===== src/rtl/iirdith_pkg.sv =====
package iirdith_pkg;
    typedef enum logic [1:0] {
        DM_COUNT  = 2'd0,
        DM_REMAIN = 2'd1,
        DM_RANDOM = 2'd2,
        DM_NONE   = 2'd3
    } dmode_e;

    localparam logic [7:0] LFSR_SEED = 8'h01;
endpackage


===== src/rtl/iirdith_lfsr.sv =====
module iirdith_lfsr #(
    parameter logic [7:0] SEED = 8'h01
) (
    input  logic       clk,
    input  logic       rst_n,
    input  logic       adv,
    output logic [7:0] state
);
    typedef struct packed {
        logic [7:0] sr;
    } lfsr_st_t;

    lfsr_st_t st_d, st_q;

    always_comb begin
        st_d = st_q;
        if (adv) begin
            st_d.sr = {st_q.sr[6:0], st_q.sr[7] ^ st_q.sr[5] ^ st_q.sr[4] ^ st_q.sr[3]};
        end
    end

    always_ff @(posedge clk or negedge rst_n) begin
        if (!rst_n) st_q <= '{sr: SEED};
        else        st_q <= st_d;
    end

    assign state = st_q.sr;
endmodule


===== src/rtl/iirdith_dither_sel.sv =====
module iirdith_dither_sel
    import iirdith_pkg::*;
#(
    parameter int K = 2
) (
    input  logic [1:0]   mode,
    input  logic [K-1:0] cnt,
    input  logic [K-1:0] rem,
    input  logic [K-1:0] rnd_top,
    output logic [K-1:0] dith
);
    always_comb begin
        unique case (dmode_e'(mode))
            DM_COUNT:  dith = cnt;
            DM_REMAIN: dith = rem;
            DM_RANDOM: dith = rnd_top;
            default:   dith = '0;
        endcase
    end
endmodule


===== src/rtl/iirdith_update.sv =====
module iirdith_update #(
    parameter int DW = 16,
    parameter int K  = 2
) (
    input  logic signed [DW-1:0] in_s,
    input  logic signed [DW-1:0] cur,
    input  logic        [K-1:0]  dith,
    output logic signed [DW-1:0] nxt,
    output logic        [K-1:0]  rem_nxt
);
    localparam int W = DW + K + 1;

    logic signed [W-1:0] in_x, cur_x, dith_x, gap, step, sum;

    always_comb begin
        in_x   = W'(in_s);
        cur_x  = W'(cur);
        dith_x = W'($signed({1'b0, dith}));
        gap    = in_x - cur_x + dith_x;
        step   = gap >>> K;
        sum    = cur_x + step;
        nxt    = sum[DW-1:0];
        rem_nxt = gap[K-1:0];
    end
endmodule


===== src/rtl/iirdith_filter.sv =====
module iirdith_filter
    import iirdith_pkg::*;
#(
    parameter int DW = 16,
    parameter int K  = 2
) (
    input  logic                 clk,
    input  logic                 rst_n,
    input  logic                 in_valid,
    input  logic signed [DW-1:0] in_data,
    input  logic [1:0]           mode,
    output logic                 out_valid,
    output logic signed [DW-1:0] out_data
);
    typedef struct packed {
        logic                 vld;
        logic signed [DW-1:0] acc;
        logic [K-1:0]         cnt;
        logic [K-1:0]         rem;
    } flt_st_t;

    flt_st_t st_d, st_q;

    logic [7:0]           rnd;
    logic [K-1:0]         dith;
    logic signed [DW-1:0] acc_nxt;
    logic [K-1:0]         rem_nxt;

    iirdith_lfsr #(.SEED(LFSR_SEED)) lfsr_i (
        .clk   (clk),
        .rst_n (rst_n),
        .adv   (in_valid),
        .state (rnd)
    );

    iirdith_dither_sel #(.K(K)) sel_i (
        .mode    (mode),
        .cnt     (st_q.cnt),
        .rem     (st_q.rem),
        .rnd_top (rnd[7 -: K]),
        .dith    (dith)
    );

    iirdith_update #(.DW(DW), .K(K)) upd_i (
        .in_s    (in_data),
        .cur     (st_q.acc),
        .dith    (dith),
        .nxt     (acc_nxt),
        .rem_nxt (rem_nxt)
    );

    always_comb begin
        st_d     = st_q;
        st_d.vld = in_valid;
        if (in_valid) begin
            st_d.acc = acc_nxt;
            st_d.cnt = st_q.cnt + K'(1);
            if (dmode_e'(mode) == DM_REMAIN) st_d.rem = rem_nxt;
        end
    end

    always_ff @(posedge clk or negedge rst_n) begin
        if (!rst_n) st_q <= '0;
        else        st_q <= st_d;
    end

    assign out_valid = st_q.vld;
    assign out_data  = st_q.acc;
endmodule


===== config.mk =====
export PLATFORM = sky130hd
export DESIGN_NAME = iirdith_filter
export DESIGN_NICKNAME = d
export VERILOG_FILES = /design/src/rtl/iirdith_pkg.sv /design/src/rtl/iirdith_lfsr.sv /design/src/rtl/iirdith_dither_sel.sv /design/src/rtl/iirdith_update.sv /design/src/rtl/iirdith_filter.sv
export SDC_FILE = /design/constraint.sdc
export NUM_CORES = 1
export LEC_CHECK = 0
export ABC_CLOCK_PERIOD_IN_PS = 10200
export CORE_MARGIN = 5
export CORE_UTILIZATION = 40
export DETAILED_ROUTE_END_ITERATION = 10
export DONT_BUFFER_PORTS = 1
export SYNTH_ARGS = -nofsm -noshare
export SYNTH_HDL_FRONTEND = slang
export SYNTH_SLANG_ARGS = --single-unit

===== constraint.sdc =====
create_clock -name clk -period 10.2 [get_ports clk]
set_input_delay 0 -clock clk [delete_from_list [all_inputs] [get_ports clk]]
set_output_delay 0 -clock clk [all_outputs]
set_load 0.01 [all_outputs]

==> flow_metrics.py, run 1 <==
metrics = {
    "sta": {
        "max_freq_mhz": 203,
        "slew_viol_final": 0,
        "fin_crit_ns": 4.94,
        "tightest_slew_ns": 0.581,
        "period_share_pct": 48.4,
        "tns_ns": 0,
        "clock_skew_ns": 0.00984,
        "rsz0062_at_grt": "false",
        "setup_viol": 0,
        "hold_viol": 0,
        "slew_headroom_pct": 60.9,
        "whs_ns": 0.0634,
    },
    "clocking": {
        "cts-htree-levels": 2,
        "clockBufferDepth": 2,
        "cts.reportedPaths.clkPinSlew_ns": 0.07,
        "postCtsResizedCells": 0,
        "cts_inserted_buffers": 5,
        "clk_latency_ns": 0.29,
        "cts_tree": "yes",
        "clock_sinks": 29,
        "root_buffer": "clkbuf_8",
    },
    "logic_synthesis": {
        "ys_ff_latch": 29,
        "syn_nets": 431,
        "synth_area_per_cell_um2": 8.37,
        "synth_flop_cell": "dfrtp_1",
        "synth-edff-count": 0,
        "netlist_area_um2": 3110,
        "synth_top_area_cell": "dfrtp_1",
        "async_reset_ff_share_pct": 100,
        "synth_top_area_share_pct": 22.5,
        "synthTopCellsByCount": "ha_1, nand2_1, nor2_1",
        "seq_area_frac_synth_pct": 23.3,
        "synth.area.top_cells": "dfrtp_1, ha_1, xnor2_1, xor2_1, nand2_1",
        "yosysWarnings": 0,
        "synth_most_common_cell": "ha_1",
        "yosysUniqueCellTypes": 53,
        "syn_inst": 372,
    },
    "die": {
        "die-area_um2": 9650,
        "start_util_pct": 40.7,
        "die_y_um": 98.2,
        "fp-row-count": 32,
        "ios": 38,
        "core-area_um2": 7650,
        "die_w_um": 98.2,
    },
    "routing": {
        "final_antenna_net_count": 0,
        "first_iter_violations": 93,
        "drc_errors": 0,
        "routed_wl_mm": 7.17,
        "firstDrtPassIters": 4,
        "post_drt_via_cell_ratio": 5.31,
        "wl_per_cell_um": 15.0,
        "vias": 2542,
    },
    "worst_setup_path": {
        "cp_cell_sequence": "ha_1, fa_1, and2b_1, o22ai_1, xor2_1, nor3_1, nand3_1, nor3_1, nand2_1, xnor2_1, ha_1, a21oi_1, nor2_1, a211oi_1, o21ai_2, a31o_4, a31oi_4, nor4b_1, a211oi_1, nand3_1",
        "crit_path_top_delay_cell": "nor3_1",
        "crit_required_ns": 10.36,
        "worstSetupPathType": "register to register",
        "critPathTopFamily": "simple AND/OR/NAND/NOR gates",
        "cpPeakStageDelay_ns": 0.52,
        "crit_buf_inv": 0,
        "cp.arrival_ns": 5.10,
        "critPathCaptureType": "register",
        "critPathMaxFanout": 6,
        "cp-start-kind": "register",
    },
    "final_layout": {
        "final_cell_count_no_fill": 479,
        "finalNetCount": 435,
        "drive_gt1_share_pct": 6.37,
        "antennaDiodeCount": 0,
        "synthToLayoutAreaGrowth_pct": 9.24,
    },
    "placed_design": {
        "place_congestion": 0.779,
        "place_inst": 466,
        "port-buffer-count": 0,
        "dp_hpwl_mm": 5.64,
    },
    "status": {
        "outcome": "completed",
    },
    "global_routing": {
        "grt_max_degree": 42,
        "grt_pass1_vias": 2406,
        "grt_usage_pct": 15.3,
        "antenna_found_initial": 0,
        "grt_overflow_total": 0,
        "grt_pass1_wl_mm": 12.1,
    },
    "hold_path": {
        "hold_path_class": "input port to register",
    },
    "job": {
        "cap_violations": 0,
    },
}
## per-stage QoR
step	area, µm²	utilization [%]	worst slack [ns]
after detailed placement	3210	42.0	5.27
after global routing	3400	44.5	4.84
after CTS	3400	44.5	5.25
after global placement	3210	42.0	5.41
final	3400	44.5	5.26
after floorplan	3110	-	5.78
## cell usage in the layout, fill, tap and decap left out, types with 12 or more instances in the layout
master and instances:
xnor2_1 26, xor2_1 19, ha_1 35, nor3_1 12
nor2_1 31, dfrtp_1 28, a21oi_1 22, nand2_1 32
a21o_1 15, inv_1 30
## flip-flops by register name, indices dropped and copies added (netlist names)
register      count
out_data         16
lfsr_i.state      8
out_valid         1
st_q              4
## kinds of logic after synthesis
kind of cell	synth area share [%]
buf+inv	4.58
compound gates	19.9
mux	4.86
xor+xnor	12.7
flops	23.3
simple gates	18.6
fa+ha+maj	16.0
## area by class of cell
type	count	area, µm²
clock buffers	6	82.6
repair buffers	5	70.1
multi-input cells	305	2240
flip-flops and latches	29	727
fillers	759	4250
well taps	102	128
inverters	30	113
clock inverters	2	37.5
## worst paths after layout
kind | endpoint | slack [ns] | start | cells after the start
setup / recovery | out_data[15] | 5.26 | out_data[0] | 20
hold / removal | st_q[1] | 0.06 | mode[0] | 3
setup reg to reg | out_data[15] | 5.26 | out_data[0] | 20
hold reg to reg | st_q[1] | 0.49 | st_q[1] | 2
max in group asynchronous | lfsr_i.state[0] | 9.79 | rst_n | 2
min in group asynchronous | out_data[13] | 0.16 | rst_n | 2
## worst register-to-register path, cell delays in order, from the launching register on
cell	delay [ns]
dfrtp_1	0.44
ha_1	0.27
fa_1	0.41
and2b_1	0.25
o22ai_1	0.10
xor2_1	0.17
nor3_1	0.31
nand3_1	0.18
nor3_1	0.52
nand2_1	0.13
xnor2_1	0.17
ha_1	0.36
a21oi_1	0.20
nor2_1	0.06
a211oi_1	0.25
o21ai_2	0.12
a31o_4	0.27
a31oi_4	0.23
nor4b_1	0.09
a211oi_1	0.19
nand3_1	0.10
## routing by layer
metal | share of wire, % | GRT usage [%] | wire length [µm]
met1 | 50 | 21.7 | 3560
met2 | 45 | 23.8 | 3230
met3 | 3.5 | 2.71 | 248
met4 | 1.7 | 4.62 | 125
met5 | 0 | 0 | 0
## repair_timing
action | in CTS | in global routing
setup buffers | 0 | 0
hold buffers | 5 | 0
endpoints found under the hold margin | 58 | 0
endpoints found under the setup margin | 0 | 0
Power of run 1 is left out: the tool's default activity adds up to more than one toggle a clock period on the data nets, which glitch-free logic cannot reach.
==> run 2, diff against run 1 <==
ABC_CLOCK_PERIOD_IN_PS = 4400   (was 10200)
clock period = 4.4 ns   (was 10.2 ns; I/O delays follow)
==> run 2 against run 1 <==
Maximum frequency increased by 15%. Setup slack got worse by 5.2 ns. Cell count increased by 5.2%. Critical path type unchanged. Critical endpoint unchanged.
==> flow_metrics.py, run 2 (synthesized netlist as in run 1, its figures left out) <==
metrics = {
    "clocking": {
        "cts_tree": "yes",
        "clockBufferDepth": 2,
        "root_buffer": "clkbuf_8",
        "cts_inserted_buffers": 5,
        "clk_latency_ns": 0.29,
        "cts-htree-levels": 2,
        "cts.reportedPaths.clkPinSlew_ns": 0.08,
        "clock_sinks": 29,
    },
    "final_layout": {
        "multiInputGateArea_um2": 2440,
        "final_area_um2": 3790,
        "finalNetCount": 460,
        "seqCellArea_um2": 732,
        "antennaDiodeCount": 0,
        "synthToLayoutAreaGrowth_pct": 21.8,
        "largest_reg_flops": 16,
        "fill_cells": 717,
        "layout_common_cells": "nand2_1, inv_1, ha_1, nor2_1, buf_4",
        "drive_gt1_share_pct": 21.9,
        "final_common_cell": "nand2_1",
    },
    "routing": {
        "final_antenna_net_count": 0,
        "drc_errors": 0,
        "firstDrtPassIters": 4,
        "vias": 2720,
        "routed_wl_mm": 7.69,
        "post_drt_via_cell_ratio": 5.40,
        "wl_per_cell_um": 15.3,
        "first_iter_violations": 107,
    },
    "die": {
        "ios": 38,
        "start_util_pct": 40.7,
        "fp-row-count": 32,
        "die_y_um": 98.2,
        "core-area_um2": 7650,
        "die-area_um2": 9650,
        "die_w_um": 98.2,
    },
    "placed_design": {
        "place_congestion": 0.833,
        "port-buffer-count": 0,
        "dp_hpwl_mm": 5.85,
        "dp_slack_ns": -0.0668,
        "post_dp_cell_area_um2": 3340,
    },
    "global_routing": {
        "grt_overflow_total": 0,
        "grt_pass1_wl_mm": 12.6,
        "grt_usage_pct": 16.0,
        "grt_pass1_vias": 2579,
        "antenna_found_initial": 0,
        "grt_max_degree": 42,
    },
    "sta": {
        "setup_ws_ns": 0.0898,
        "slew_viol_final": 0,
        "tns_ns": 0,
        "fin_crit_ns": 4.31,
        "tightest_slew_ns": 0.532,
        "whs_ns": 0.0745,
        "clock_skew_ns": 0.0175,
        "slew_headroom_pct": 64.5,
        "period_share_pct": 98.0,
        "hold_viol": 0,
        "max_freq_mhz": 232,
        "setup_viol": 0,
        "rsz0062_at_grt": "true",
    },
    "worst_setup_path": {
        "worstSetupPathType": "register to register",
        "cp.arrival_ns": 4.46,
        "cp-start-kind": "register",
        "critPathCaptureType": "register",
        "critPathMaxFanout": 6,
        "crit_required_ns": 4.55,
    },
    "status": {
        "outcome": "completed",
    },
    "job": {
        "cap_violations": 0,
    },
    "hold_path": {
        "hold_path_class": "input port to register",
    },
}
## run 2: changes by cell type in the layout (fill, tap and decap cells not counted), moves of 4 or more
cell     previous run  this run
dfrtp_1            28        24
ha_1               35        29
a21oi_1            22        18
dfrtp_2             0         4
nor3_1             12         8
buf_4               0        25
a21oi_2             0         4
## run 2: final timing paths
path	startpoint	to	slack, ns	depth (start not counted)
setup / recovery	out_data[0]	out_data[15]	0.09	18
hold / removal	in_valid	out_data[15]	0.07	3
setup reg to reg	out_data[0]	out_data[15]	0.09	18
hold reg to reg	st_q[3]	st_q[3]	0.48	1
max in group asynchronous	rst_n	lfsr_i.state[0]	3.98	2
min in group asynchronous	rst_n	out_data[0]	0.17	2
## run 2: worst max-delay path, cell delays in order, from the launching register on
cell and delay (ns):
dfrtp_1 0.42, ha_4 0.18, fa_2 0.61, inv_2 0.05, ha_4 0.26, a21oi_2 0.06
nor2_2 0.17, nand4_1 0.16, xor2_1 0.20, ha_2 0.18, or3_1 0.30, a311o_1 0.38
a31oi_4 0.23, o21ai_2 0.11, a31o_4 0.24, a31oi_4 0.20, nor4b_2 0.08, a211oi_1 0.25
nand3_1 0.09
## run 2: per-stage QoR
stage	utilization, %	std cells
3_5_place_dp	43.6	482
5_1_grt	49.6	504
3_3_place_gp	43.6	482
2_1_floorplan	-	372
4_1_cts	46.5	496
6_report	49.6	504
## run 2: cell type report
type                            count  share of cell area [%]
Multi-Input combinational cell    305                    64.4
Sequential cell                    29                    19.3
Timing Repair Buffer               30                    6.80
Tap cell                          102                    3.37
Clock buffer                        6                    2.18
Inverter                           30                    2.97
Clock inverter                      2                   0.990
## run 2: what timing repair did
action / in CTS / in global routing
pin swaps: 3 / 20
setup endpoints to repair: 1 / 4
gates cloned: 0 / 0
hold buffers: 5 / 0
endpoints found under the hold margin: 58 / 0
gates resized for setup: 4 / 39
setup buffers: 1 / 8
## run 2: per-layer routing
layer  GRT usage (%)  part of all wire, %
met1            21.8                   49
met2            26.2                   48
met3            2.43                  3.0
met4            4.83                 0.82
met5               0                    0
Power of run 2 is left out for the same reason.
==> run 3, diff against run 2 <==
SYNTH_HIERARCHICAL = 1   (was unset)
==> run 3 against run 2 <==
Register-to-register slack better by 0.14 ns. Largest cell class unchanged. Critical path type unchanged. Maximum frequency up 3.5%. Highest routed layer unchanged. Clock skew down 0.012 ns. Worst hold slack better by 0.049 ns. Setup slack better by 0.14 ns. First-iteration DRC count down 36%. Via count down 15%.
==> flow_metrics.py, run 3 <==
metrics = {
    "routing": {
        "wl_per_cell_um": 15.1,
        "final_antenna_net_count": 0,
        "first_iter_violations": 69,
        "post_drt_via_cell_ratio": 5.36,
        "firstDrtPassIters": 6,
        "routed_wl_mm": 6.56,
        "drc_errors": 0,
        "vias": 2322,
    },
    "final_layout": {
        "multiInputGateArea_um2": 2180,
        "final_area_um2": 3460,
        "drive_gt1_share_pct": 22.1,
        "layout_common_cells": "ha_1, inv_1, dfrtp_1, a21oi_1, xnor2_1",
        "fill_cells": 727,
        "finalNetCount": 401,
        "final_common_cell": "ha_1",
        "seqCellArea_um2": 727,
        "synthToLayoutAreaGrowth_pct": 11.3,
        "antennaDiodeCount": 0,
        "largest_reg_flops": 16,
    },
    "logic_synthesis": {
        "netlist_area_um2": 3110,
        "synth-edff-count": 0,
        "syn_nets": 397,
        "async_reset_ff_share_pct": 100,
        "synth.area.top_cells": "dfrtp_1, ha_1, xnor2_1, mux2_2, a21oi_1",
        "yosysWarnings": 6,
        "synth_top_area_cell": "dfrtp_1",
        "synth_area_per_cell_um2": 9.53,
        "seq_area_frac_synth_pct": 23.4,
        "synthTopCellsByCount": "ha_1, a21oi_1, inv_1",
        "synth_flop_cell": "dfrtp_1",
        "yosysUniqueCellTypes": 53,
        "synth_top_area_share_pct": 22.6,
        "synth_most_common_cell": "ha_1",
        "ys_ff_latch": 29,
        "syn_inst": 326,
    },
    "clocking": {
        "root_buffer": "clkbuf_8",
        "cts_inserted_buffers": 5,
        "cts-htree-levels": 2,
        "cts_tree": "yes",
        "cts.reportedPaths.clkPinSlew_ns": 0.07,
        "clock_sinks": 29,
        "clk_latency_ns": 0.28,
        "clockBufferDepth": 2,
    },
    "global_routing": {
        "grt_usage_pct": 13.8,
        "grt_overflow_total": 0,
        "grt_pass1_wl_mm": 10.9,
        "grt_pass1_vias": 2338,
        "grt_max_degree": 30,
        "antenna_found_initial": 0,
    },
    "sta": {
        "max_freq_mhz": 240,
        "setup_viol": 0,
        "whs_ns": 0.124,
        "period_share_pct": 94.7,
        "fin_crit_ns": 4.17,
        "hold_viol": 0,
        "clock_skew_ns": 0.00579,
        "slew_headroom_pct": 72.5,
        "tightest_slew_ns": 0.410,
        "slew_viol_final": 0,
    },
    "die": {
        "die_y_um": 98.1,
        "start_util_pct": 40.6,
        "ios": 38,
        "die_w_um": 98.1,
        "die-area_um2": 9630,
        "core-area_um2": 7650,
        "fp-row-count": 32,
    },
    "worst_setup_path": {
        "cp-start-kind": "register",
        "critPathMaxFanout": 4,
        "critPathCaptureType": "register",
        "crit_required_ns": 4.57,
        "worstSetupPathType": "register to register",
        "cp.arrival_ns": 4.33,
    },
    "placed_design": {
        "port-buffer-count": 0,
        "post_dp_cell_area_um2": 3130,
        "place_congestion": 0.809,
        "dp_hpwl_mm": 5.01,
    },
    "hold_path": {
        "hold_path_class": "input port to register",
    },
    "job": {
        "cap_violations": 0,
    },
    "status": {
        "outcome": "completed",
    },
}
run 3: layout make-up:
cell class,count,share of cell area (%)
Inverter,33,3.58
Timing Repair Buffer,17,4.71
Sequential cell,29,21.0
Clock inverter,3,1.88
Tap cell,102,3.69
Multi-Input combinational cell,244,63.1
Clock buffer,5,1.99
run 3: per-layer routing:
| layer | GRT usage [%] | vias up | routed length (µm) |
|---|---|---|---|
| li1 | - | 1160 | - |
| met2 | 24.4 | 32 | 3300 |
| met4 | 4.15 | 0 | 61 |
| met3 | 3.36 | 6 | 248 |
| met5 | 0 | - | 0 |
| met1 | 16.6 | 1124 | 2950 |
run 3: path summary, 6_finish.rpt:
path,startpoint,end,slack [ns],depth (start not counted)
setup reg to reg,st_q[3],out_data[14],0.23,19
max in group asynchronous,rst_n,lfsr_i/state[0],4.00,2
hold / removal,mode[0],st_q[0],0.12,3
setup / recovery,st_q[3],out_data[14],0.23,19
hold reg to reg,st_q[3],st_q[3],0.48,1
min in group asynchronous,rst_n,out_data[3],0.15,2
run 3: timing repair:
| action | CTS | global route |
|---|---|---|
| setup buffers | 0 | 3 |
| endpoints found under the hold margin | 58 | 0 |
| setup endpoints to repair | 1 | 7 |
| pin swaps | 0 | 13 |
| hold buffers | 6 | 0 |
| resized for setup | 2 | 15 |
run 3: kinds of logic (layout without fill, tap and decap cells):
group	count (synthesis)	after routing	synth area share (%)
compound gates	86	86	17.7
buf+inv	53	58	9.19
simple gates	51	51	9.47
fa+ha+maj	50	50	20.9
xor+xnor	30	30	8.46
flops	29	29	23.4
mux	27	27	10.9
run 3: worst max-delay path, cell delays in order, from the launching register on:
cell and delay (ns):
dfrtp_1 0.36, mux2i_1 0.07, o2bb2ai_1 0.13, inv_1 0.07, fa_1 0.38, inv_1 0.10
ha_4 0.21, nor2b_2 0.15, o31a_1 0.26, or2_1 0.27, a21oi_2 0.17, xnor2_1 0.16
ha_1 0.29, a211oi_2 0.29, o21ai_1 0.14, a211o_1 0.34, a31oi_1 0.16, o21bai_1 0.10
xor2_1 0.14, mux2_2 0.26
run 3: per-stage QoR:
stage / util (%) / std cells / setup TNS (ns) / setup slack [ns]
floorplan: - / 326 / 0 / 0.304
global placement: 41.0 / 416 / 0 / 0.0538
detailed placement: 41.0 / 416 / 0 / 0.0106
CTS: 43.8 / 430 / 0 / 0.00175
global route: 45.2 / 433 / -0.0323 / -0.0230
finish: 45.2 / 433 / 0 / 0.235
Power of run 3 is left out for the same reason.
